**src/rtl/hwmon_pkg.sv**
```systemverilog
package hwmon_pkg;
  localparam int AW = 6;
  localparam logic [AW-1:0] A_RD   = 6'h00;
  localparam logic [AW-1:0] A_VMIN = 6'h08;
  localparam logic [AW-1:0] A_VMAX = 6'h10;
  localparam logic [AW-1:0] A_TMAX = 6'h18;
  localparam logic [AW-1:0] A_TMIN = 6'h19;
  localparam logic [AW-1:0] A_FLIM = 6'h1A;
  localparam logic [AW-1:0] A_STA  = 6'h20;
  localparam logic [AW-1:0] A_STB  = 6'h21;

  typedef enum logic {TEMP_ARMED = 1'b0, TEMP_TRIPPED = 1'b1} temp_state_e;
endpackage

```
**src/rtl/hwmon_update_timer.sv**
```systemverilog
module hwmon_update_timer #(
  parameter int unsigned PERIOD = 75_000_000
) (
  input  logic clk,
  input  logic rst_n,
  output logic tick
);
  localparam int CW = (PERIOD > 1) ? $clog2(PERIOD) : 1;
  localparam logic [CW-1:0] LAST = CW'(PERIOD - 1);

  logic [CW-1:0] cnt;

  assign tick = (cnt == LAST);

  always_ff @(posedge clk or negedge rst_n) begin
    if (!rst_n)    cnt <= '0;
    else if (tick) cnt <= '0;
    else           cnt <= cnt + 1'b1;
  end
endmodule

```
**src/rtl/hwmon_sample_stage.sv**
```systemverilog
module hwmon_sample_stage #(
  parameter int N_CH = 7,
  parameter int DW   = 8,
  parameter int CHW  = 3
) (
  input  logic                      clk,
  input  logic                      rst_n,
  input  logic                      tick,
  input  logic                      valid,
  output logic                      ready,
  input  logic [CHW-1:0]            chan,
  input  logic [DW-1:0]             data,
  output logic [N_CH-1:0][DW-1:0]   staged,
  output logic [N_CH-1:0][DW-1:0]   held
);
  logic take;

  assign ready = !tick;
  assign take  = valid && ready;

  for (genvar i = 0; i < N_CH; i++) begin : g_ch
    always_ff @(posedge clk or negedge rst_n) begin
      if (!rst_n) begin
        staged[i] <= '0;
        held[i]   <= '0;
      end else begin
        if (take && (chan == CHW'(i))) staged[i] <= data;
        if (tick) held[i] <= staged[i];
      end
    end
  end
endmodule

```
**src/rtl/hwmon_limit_regs.sv**
```systemverilog
module hwmon_limit_regs
  import hwmon_pkg::*;
#(
  parameter int N_VOLT = 5,
  parameter int N_FAN  = 2,
  parameter int DW     = 8
) (
  input  logic                      clk,
  input  logic                      rst_n,
  input  logic                      we,
  input  logic [AW-1:0]             waddr,
  input  logic [DW-1:0]             wdata,
  output logic [N_VOLT-1:0][DW-1:0] vmin,
  output logic [N_VOLT-1:0][DW-1:0] vmax,
  output logic [DW-1:0]             tmax,
  output logic [DW-1:0]             tmin,
  output logic [N_FAN-1:0][DW-1:0]  flim
);
  localparam logic [DW-1:0] TMAX_RST = {1'b0, {(DW-1){1'b1}}};
  localparam logic [DW-1:0] TMIN_RST = {1'b1, {(DW-1){1'b0}}};

  for (genvar k = 0; k < N_VOLT; k++) begin : g_volt
    always_ff @(posedge clk or negedge rst_n) begin
      if (!rst_n) begin
        vmin[k] <= '0;
        vmax[k] <= '1;
      end else if (we) begin
        if (waddr == A_VMIN + AW'(k)) vmin[k] <= wdata;
        if (waddr == A_VMAX + AW'(k)) vmax[k] <= wdata;
      end
    end
  end

  for (genvar j = 0; j < N_FAN; j++) begin : g_fan
    always_ff @(posedge clk or negedge rst_n) begin
      if (!rst_n)                              flim[j] <= '1;
      else if (we && waddr == A_FLIM + AW'(j)) flim[j] <= wdata;
    end
  end

  always_ff @(posedge clk or negedge rst_n) begin
    if (!rst_n) begin
      tmax <= TMAX_RST;
      tmin <= TMIN_RST;
    end else if (we) begin
      if (waddr == A_TMAX) tmax <= wdata;
      if (waddr == A_TMIN) tmin <= wdata;
    end
  end
endmodule

```
**src/rtl/hwmon_limit_cmp.sv**
```systemverilog
module hwmon_limit_cmp
  import hwmon_pkg::*;
#(
  parameter int N_VOLT = 5,
  parameter int N_FAN  = 2,
  parameter int DW     = 8,
  localparam int N_CH  = N_VOLT + N_FAN,
  localparam int NA    = N_VOLT + 1 + N_FAN
) (
  input  logic                      clk,
  input  logic                      rst_n,
  input  logic                      tick,
  input  logic                      temp_mode,
  input  logic [N_CH-1:0][DW-1:0]   staged,
  input  logic [N_VOLT-1:0][DW-1:0] vmin,
  input  logic [N_VOLT-1:0][DW-1:0] vmax,
  input  logic [DW-1:0]             tmax,
  input  logic [DW-1:0]             tmin,
  input  logic [N_FAN-1:0][DW-1:0]  flim,
  output logic [NA-1:0]             evt
);
  localparam int SHARED = N_VOLT - 1;
  localparam int T_BIT  = N_VOLT;

  logic [NA-1:0] raw;

  // voltage windows, unsigned; the shared pin only counts in voltage mode
  for (genvar k = 0; k < N_VOLT; k++) begin : g_volt
    logic out_of_win;
    assign out_of_win = (staged[k] > vmax[k]) || (staged[k] < vmin[k]);
    if (k == SHARED) begin : g_shared
      assign raw[k] = out_of_win && !temp_mode;
    end else begin : g_plain
      assign raw[k] = out_of_win;
    end
  end

  // fan period counts: a longer period than the limit means too slow
  for (genvar j = 0; j < N_FAN; j++) begin : g_fan
    assign raw[T_BIT + 1 + j] = staged[N_VOLT + j] > flim[j];
  end

  // temperature: signed, fires on rise above max and on fall below min
  temp_state_e t_state, t_state_nx;
  logic        t_over, t_under, t_fire;

  assign t_over  = $signed(staged[SHARED]) > $signed(tmax);
  assign t_under = $signed(staged[SHARED]) < $signed(tmin);

  always_comb begin
    t_state_nx = t_state;
    t_fire     = 1'b0;
    if (!temp_mode) begin
      t_state_nx = TEMP_ARMED;
    end else begin
      unique case (t_state)
        TEMP_ARMED: if (t_over) begin
          t_fire     = 1'b1;
          t_state_nx = TEMP_TRIPPED;
        end
        TEMP_TRIPPED: if (t_under) begin
          t_fire     = 1'b1;
          t_state_nx = TEMP_ARMED;
        end
        default: t_state_nx = TEMP_ARMED;
      endcase
    end
  end

  always_ff @(posedge clk or negedge rst_n) begin
    if (!rst_n)    t_state <= TEMP_ARMED;
    else if (tick) t_state <= t_state_nx;
  end

  assign raw[T_BIT] = t_fire;
  assign evt        = raw & {NA{tick}};
endmodule

```
**src/rtl/hwmon_alarm_status.sv**
```systemverilog
module hwmon_alarm_status #(
  parameter int W = 8
) (
  input  logic         clk,
  input  logic         rst_n,
  input  logic [W-1:0] set,
  input  logic         clr,
  output logic [W-1:0] stat
);
  // a new event in the clearing cycle survives the clear
  always_ff @(posedge clk or negedge rst_n) begin
    if (!rst_n) stat <= '0;
    else        stat <= (stat & ~{W{clr}}) | set;
  end
endmodule

```
**src/rtl/hwmon_alarm_unit.sv**
```systemverilog
module hwmon_alarm_unit
  import hwmon_pkg::*;
#(
  parameter int          N_VOLT     = 5,
  parameter int          N_FAN      = 2,
  parameter int          DW         = 8,
  parameter int unsigned UPD_CYCLES = 75_000_000,
  localparam int N_CH = N_VOLT + N_FAN,
  localparam int CHW  = $clog2(N_CH),
  localparam int NA   = N_VOLT + 1 + N_FAN
) (
  input  logic            clk,
  input  logic            rst_n,
  input  logic            smp_valid,
  output logic            smp_ready,
  input  logic [CHW-1:0]  smp_chan,
  input  logic [DW-1:0]   smp_data,
  input  logic            cfg_we,
  input  logic [AW-1:0]   cfg_addr,
  input  logic [DW-1:0]   cfg_wdata,
  input  logic            rd_en,
  input  logic [AW-1:0]   rd_addr,
  output logic            rd_valid,
  output logic [DW-1:0]   rd_data,
  input  logic            ext_ot,
  input  logic            pin_temp_mode
);
  logic                      upd_tick;
  logic [N_CH-1:0][DW-1:0]   staged;
  logic [N_CH-1:0][DW-1:0]   held;
  logic [N_VOLT-1:0][DW-1:0] vmin, vmax;
  logic [DW-1:0]             tmax, tmin;
  logic [N_FAN-1:0][DW-1:0]  flim;
  logic [NA-1:0]             evt_a;
  logic [NA-1:0]             stat_a;
  logic [0:0]                stat_b;
  logic                      clr_a, clr_b;
  logic [DW-1:0]             rd_mux;

  hwmon_update_timer #(.PERIOD(UPD_CYCLES)) u_timer (
    .clk(clk), .rst_n(rst_n), .tick(upd_tick)
  );

  hwmon_sample_stage #(.N_CH(N_CH), .DW(DW), .CHW(CHW)) u_stage (
    .clk(clk), .rst_n(rst_n), .tick(upd_tick),
    .valid(smp_valid), .ready(smp_ready), .chan(smp_chan), .data(smp_data),
    .staged(staged), .held(held)
  );

  hwmon_limit_regs #(.N_VOLT(N_VOLT), .N_FAN(N_FAN), .DW(DW)) u_limits (
    .clk(clk), .rst_n(rst_n), .we(cfg_we), .waddr(cfg_addr), .wdata(cfg_wdata),
    .vmin(vmin), .vmax(vmax), .tmax(tmax), .tmin(tmin), .flim(flim)
  );

  hwmon_limit_cmp #(.N_VOLT(N_VOLT), .N_FAN(N_FAN), .DW(DW)) u_cmp (
    .clk(clk), .rst_n(rst_n), .tick(upd_tick), .temp_mode(pin_temp_mode),
    .staged(staged), .vmin(vmin), .vmax(vmax), .tmax(tmax), .tmin(tmin),
    .flim(flim), .evt(evt_a)
  );

  assign clr_a = rd_en && (rd_addr == A_STA);
  assign clr_b = rd_en && (rd_addr == A_STB);

  hwmon_alarm_status #(.W(NA)) u_stat_a (
    .clk(clk), .rst_n(rst_n), .set(evt_a), .clr(clr_a), .stat(stat_a)
  );

  hwmon_alarm_status #(.W(1)) u_stat_b (
    .clk(clk), .rst_n(rst_n), .set(ext_ot), .clr(clr_b), .stat(stat_b)
  );

  always_comb begin
    rd_mux = '0;
    for (int c = 0; c < N_CH; c++)
      if (rd_addr == A_RD + AW'(c)) rd_mux = held[c];
    for (int k = 0; k < N_VOLT; k++) begin
      if (rd_addr == A_VMIN + AW'(k)) rd_mux = vmin[k];
      if (rd_addr == A_VMAX + AW'(k)) rd_mux = vmax[k];
    end
    for (int j = 0; j < N_FAN; j++)
      if (rd_addr == A_FLIM + AW'(j)) rd_mux = flim[j];
    if (rd_addr == A_TMAX) rd_mux = tmax;
    if (rd_addr == A_TMIN) rd_mux = tmin;
    if (rd_addr == A_STA)  rd_mux = DW'(stat_a);
    if (rd_addr == A_STB)  rd_mux = DW'(stat_b);
  end

  always_ff @(posedge clk or negedge rst_n) begin
    if (!rst_n) begin
      rd_valid <= 1'b0;
      rd_data  <= '0;
    end else begin
      rd_valid <= rd_en;
      if (rd_en) rd_data <= rd_mux;
    end
  end
endmodule

```
**config.mk**
```make
export PLATFORM = sky130hd
export DESIGN_NAME = hwmon_alarm_unit
export DESIGN_NICKNAME = d
export VERILOG_FILES = /design/src/rtl/hwmon_pkg.sv /design/src/rtl/hwmon_update_timer.sv /design/src/rtl/hwmon_sample_stage.sv /design/src/rtl/hwmon_limit_regs.sv /design/src/rtl/hwmon_limit_cmp.sv /design/src/rtl/hwmon_alarm_status.sv /design/src/rtl/hwmon_alarm_unit.sv
export SDC_FILE = /design/constraint.sdc
export NUM_CORES = 1
export LEC_CHECK = 0
export ABC_AREA = 0
export BUFFER_PORTS_ARGS = -buffer_cell sky130_fd_sc_hd__buf_2
export CAP_MARGIN = 10
export CELL_PAD_IN_SITES_DETAIL_PLACEMENT = 1
export CELL_PAD_IN_SITES_GLOBAL_PLACEMENT = 1
export CORE_UTILIZATION = 51
export CTS_CLUSTER_DIAMETER = 80
export CTS_CLUSTER_SIZE = 25
export DETAILED_ROUTE_END_ITERATION = 16
export GPL_TIMING_DRIVEN = 0
export PLACE_DENSITY = 0.8
export SLEW_MARGIN = 25
export SYNTH_ARGS = -nofsm -noshare
export SYNTH_HDL_FRONTEND = slang
export SYNTH_HIERARCHICAL = 1
export SYNTH_SLANG_ARGS = --single-unit
```
**constraint.sdc**
```tcl
create_clock -name clk -period 3.3 [get_ports clk]
set_input_delay 0.66 -clock clk [delete_from_list [all_inputs] [get_ports clk]]
set_output_delay 0.66 -clock clk [all_outputs]
set_load 0.005 [all_outputs]
```
==> results_dict.tcl <==
set metrics [dict create \
    slew_viol_final 0 \
    synth.yosys.warnings 6 \
    start_util 0.5189 \
    r2r-end "u_stage/held[12]$_DFFE_PN0P_" \
    vias 11089 \
    drtAntennaViolNets 0 \
    maxSlewHeadroom 0.3328 \
    timing.setup.critical_path_class "reg2out" \
    core_um2 28780 \
    share_clk_of_total_power 0.261 \
    synth_top_area_share 0.3452 \
    status "finished, final reports clean" \
    numPlacedInstances 1710 \
    compound_gate_portion_of_the_synthesized_area 0.09526 \
    io_pins 48 \
    netSwitchingPower_mw 2.577 \
    clk-insertion-delay-late_ns 0.51 \
    worstPathArrival_ns 2.57 \
    vias_in_the_first_global_route 11757 \
    worst_setup_hold_path_clk_slew_ns 0.09 \
    placement_rows 62 \
    timing_hold_violations_final 0 \
    ys_ff_latch 270 \
    clock-sinks 270 \
    power.density_cell_area_nw_per_um2 496.7 \
    final_min_period_over_clock_period 0.9792 \
    setup_violations 0 \
    maximum_number_of_pins_on_one_net_before_global_route_repair 95 \
    clock_tree.htree_level_count 1 \
    finalNetCount 1495 \
    drive_above_1_share 0.3306 \
    drcViolationCount 0 \
    vdd_drop_max_mv 0.4119 \
    max_clock_freq_ghz 0.3095 \
    synth_enable_flop_cells 0 \
    leakagePower_nw 7.433 \
    route.detailed.wl_per_inst_um 28.88 \
    yosys.area_share.xor_xnor 0.01232 \
    worst_hold_slack_ns 0.01827 \
    netlist_instances 1279 \
    worstHoldPathType "in2async" \
    antenna_violations_before_repair 3 \
    cts_buffer_depth 3 \
    die_width_um 173.1 \
    setup.worst_path.end "smp_ready" \
    intPower_mw 5.522 \
    rr_worst_depth 8 \
    n_fill_cell 3009 \
    drt_wirelength_mm 50.30 \
    crit_path_end_kind "output pin" \
    worst-slew-pin-transition_ns 1.001 \
    critPathLaunchType "register" \
    fin_worst_skew_ns 0.01802 \
    gp_congestion 0.9905 \
    synth.net_count 1424 \
    first_pass_detailed_route_iteration_total 5 \
    floorplan.die_area_um2 29970 \
    netlist.top_cell.by_area "dfrtp_1" \
    vert_die_dim_um 173.1 \
    synth_seq_area_share 0.4578 \
    basic_gate_share_of_the_synthesized_area_counting_and_or_nand_and_nor_cells 0.1170 \
    synth.avg_cell_area_um2 11.68 \
    vias_per_cell 6.366 \
    port_buffers 44 \
    rr_startpoint "u_timer/cnt[17]$_DFF_PN0_" \
    max_cap_violations 0 \
    synth_common_cells "mux2_2 (227), dfrtp_1 (206), inv_1 (114)" \
    critPathLaunch "u_timer/cnt[17]$_DFF_PN0_" \
    proportion_of_synthesized_flip_flops_having_asynchronous_set_or_reset 1.000 \
    clock-root-buffer "clkbuf_16" \
    p_comb_frac 0.218 \
    layout-area-overhead-vs-synth_pct 9.182 \
    pwr-share-seq 0.520 \
    grt_pass1_wl_mm 75.80 \
    num_antenna_cells 0 \
    crit_fanout 7 \
    num_cts_buffers 15 \
    cell_with_the_most_instances_after_synthesis "mux2_2" \
    synth.mux.area_fraction 0.1835 \
    post_route_minimum_period_ns 3.231 \
    hpwlAfterDp_mm 38.33 \
    final_total_negative_setup_slack_ns 0 \
    tritoncts "yes" \
    drtIter0Drc 1005 \
    swShare 0.3182 \
    global_route.overflow_total 0 \
    yosys.area_share.adder 0.08964 \
    grt.total_usage 0.3415 \
    yosysUniqueCellTypes 85 \
    largest_family_of_logic_cells_by_synthesized_area "multiplexers" \
    reg2reg_slack_ns 0.15 \
    synth_top_flop_cell "dfrtp_1" \
    final-instance-count-excl-fill 1742 \
    worst-endpoint-required_ns 2.64 \
    synth.top_cells.by_area "dfrtp_1 (35%), mux2_2 (17%), dfstp_2 (11%)" \
    syn_std_cell_area_um2 14930 \
]
[placed cells by master, fill, tap and decap left out, types with 6 or more instances in the layout]
cell | synthesis | routed
mux2_2 | 227 | 227
dfrtp_1 | 206 | 200
inv_1 | 114 | 114
ha_1 | 107 | 107
dfstp_2 | 64 | 64
buf_2 | 15 | 58
a21oi_1 | 52 | 52
nor2_1 | 50 | 50
nand2_1 | 45 | 45
a22oi_1 | 34 | 34
nand4_1 | 32 | 32
o21ai_0 | 28 | 28
clkbuf_1 | 19 | 25
nor3_1 | 17 | 17
clkbuf_16 | 0 | 16
a21o_1 | 16 | 16
and3_1 | 15 | 15
nor2b_1 | 13 | 13
nand3_1 | 12 | 12
xnor2_1 | 12 | 12
o21ai_1 | 10 | 10
buf_4 | 3 | 9
xor2_1 | 9 | 9
a221oi_1 | 7 | 7
o211ai_1 | 7 | 7
a211oi_1 | 7 | 7
nand3_2 | 7 | 7
mux2i_1 | 6 | 6
or2_2 | 6 | 6
dfrtp_2 | 0 | 6
[layer usage]
layer	part of all wire	track usage
met1	0.43	0.4733
met4	0.036	0.1088
met3	0.065	0.04991
met5	0	0
met2	0.47	0.5529
[worst max-delay path, cell delays in order (launching register included)]
cell and delay (ns):
dfrtp_2 0.45, nor4b_4 0.31, nand4_1 0.21, nor4_4 0.53, buf_12 0.20, buf_4 0.17
inv_1 0.07, buf_2 0.13
[power groups by stage]
stage	registers, mW	logic [mW]	clock network [mW]
2_1_floorplan	4.00	1.22	0
3_3_place_gp	4.24	1.57	0
3_5_place_dp	4.26	1.73	0
4_1_cts	4.20	1.75	2.15
5_1_grt	4.25	1.99	2.24
6_report	4.21	1.77	2.12
[state kept, by name, indices dropped and copies added, names as in the netlist, 8 cells and up]
signal and count:
u_limits/vmax 40, u_limits/tmax 8, rd_data 8, u_stage/staged 56, u_timer/cnt 27, u_stage/held 56, u_limits/tmin 8, u_limits/vmin 40
u_limits/flim 16, u_stat_a/stat 8
[how the worst min path moves through the flow]
stage               slack, ns  cells past startpoint                        endpoint                        from
floorplan                0.36                      0          rd_data[0]$_DFFE_PN0P_                       rst_n
global placement         0.45                      1      u_stat_a/stat[5]$_DFF_PN0_  u_stat_a/stat[5]$_DFF_PN0_
detailed placement       0.46                      1      u_stat_a/stat[4]$_DFF_PN0_  u_stat_a/stat[4]$_DFF_PN0_
CTS                      0.01                      1    u_stage/held[18]$_DFFE_PN0P_                       rst_n
global route             0.03                      1  u_stage/staged[27]$_DFFE_PN0P_                       rst_n
finish                   0.02                      1  u_stage/staged[29]$_DFFE_PN0P_                       rst_n
[final cells by class]
cell class / instances / area (µm²) / area share
multi-input combinational: 850 / 7463 / 0.4577
sequential: 270 / 6844 / 0.4197
tap: 384 / 480.5 / 0.02947
inverter: 116 / 435.4 / 0.02670
clock buffer: 22 / 411.6 / 0.02525
timing repair buffer: 54 / 382.9 / 0.02348
buffer: 43 / 237.7 / 0.01458
clock inverter: 3 / 50.05 / 0.003069
[through the flow]
stage	instance area [µm²]	total power, mW	utilization	worst slack [ns]
after floorplan	14930	5.220	-	0.8941
after global placement	15640	5.808	0.5433	-3.238
after detailed placement	15730	5.995	0.5465	0.05212
after CTS	16190	8.105	0.5626	0.01260
after global routing	16310	8.483	0.5666	-0.02323
final	16310	8.099	0.5666	0.06878
[what timing repair did]
action                     in CTS  in global routing
gates cloned                    0                  1
hold buffers                    0                  0
resized for setup               1                 11
pin swaps                       1                  2
setup buffers                   0                  6
setup endpoints to repair       1                  1
[kinds of logic after synthesis]
kind of cell / count (synthesis)
xor gates and xnor gates: 21
adders and majority gates: 107
and+or+nand+nor: 272
DFF: 270
muxes: 239
buffers and inverters: 159
AOI/OAI and AO/OA: 211
Note: power is estimated with default switching activity, not from simulation.
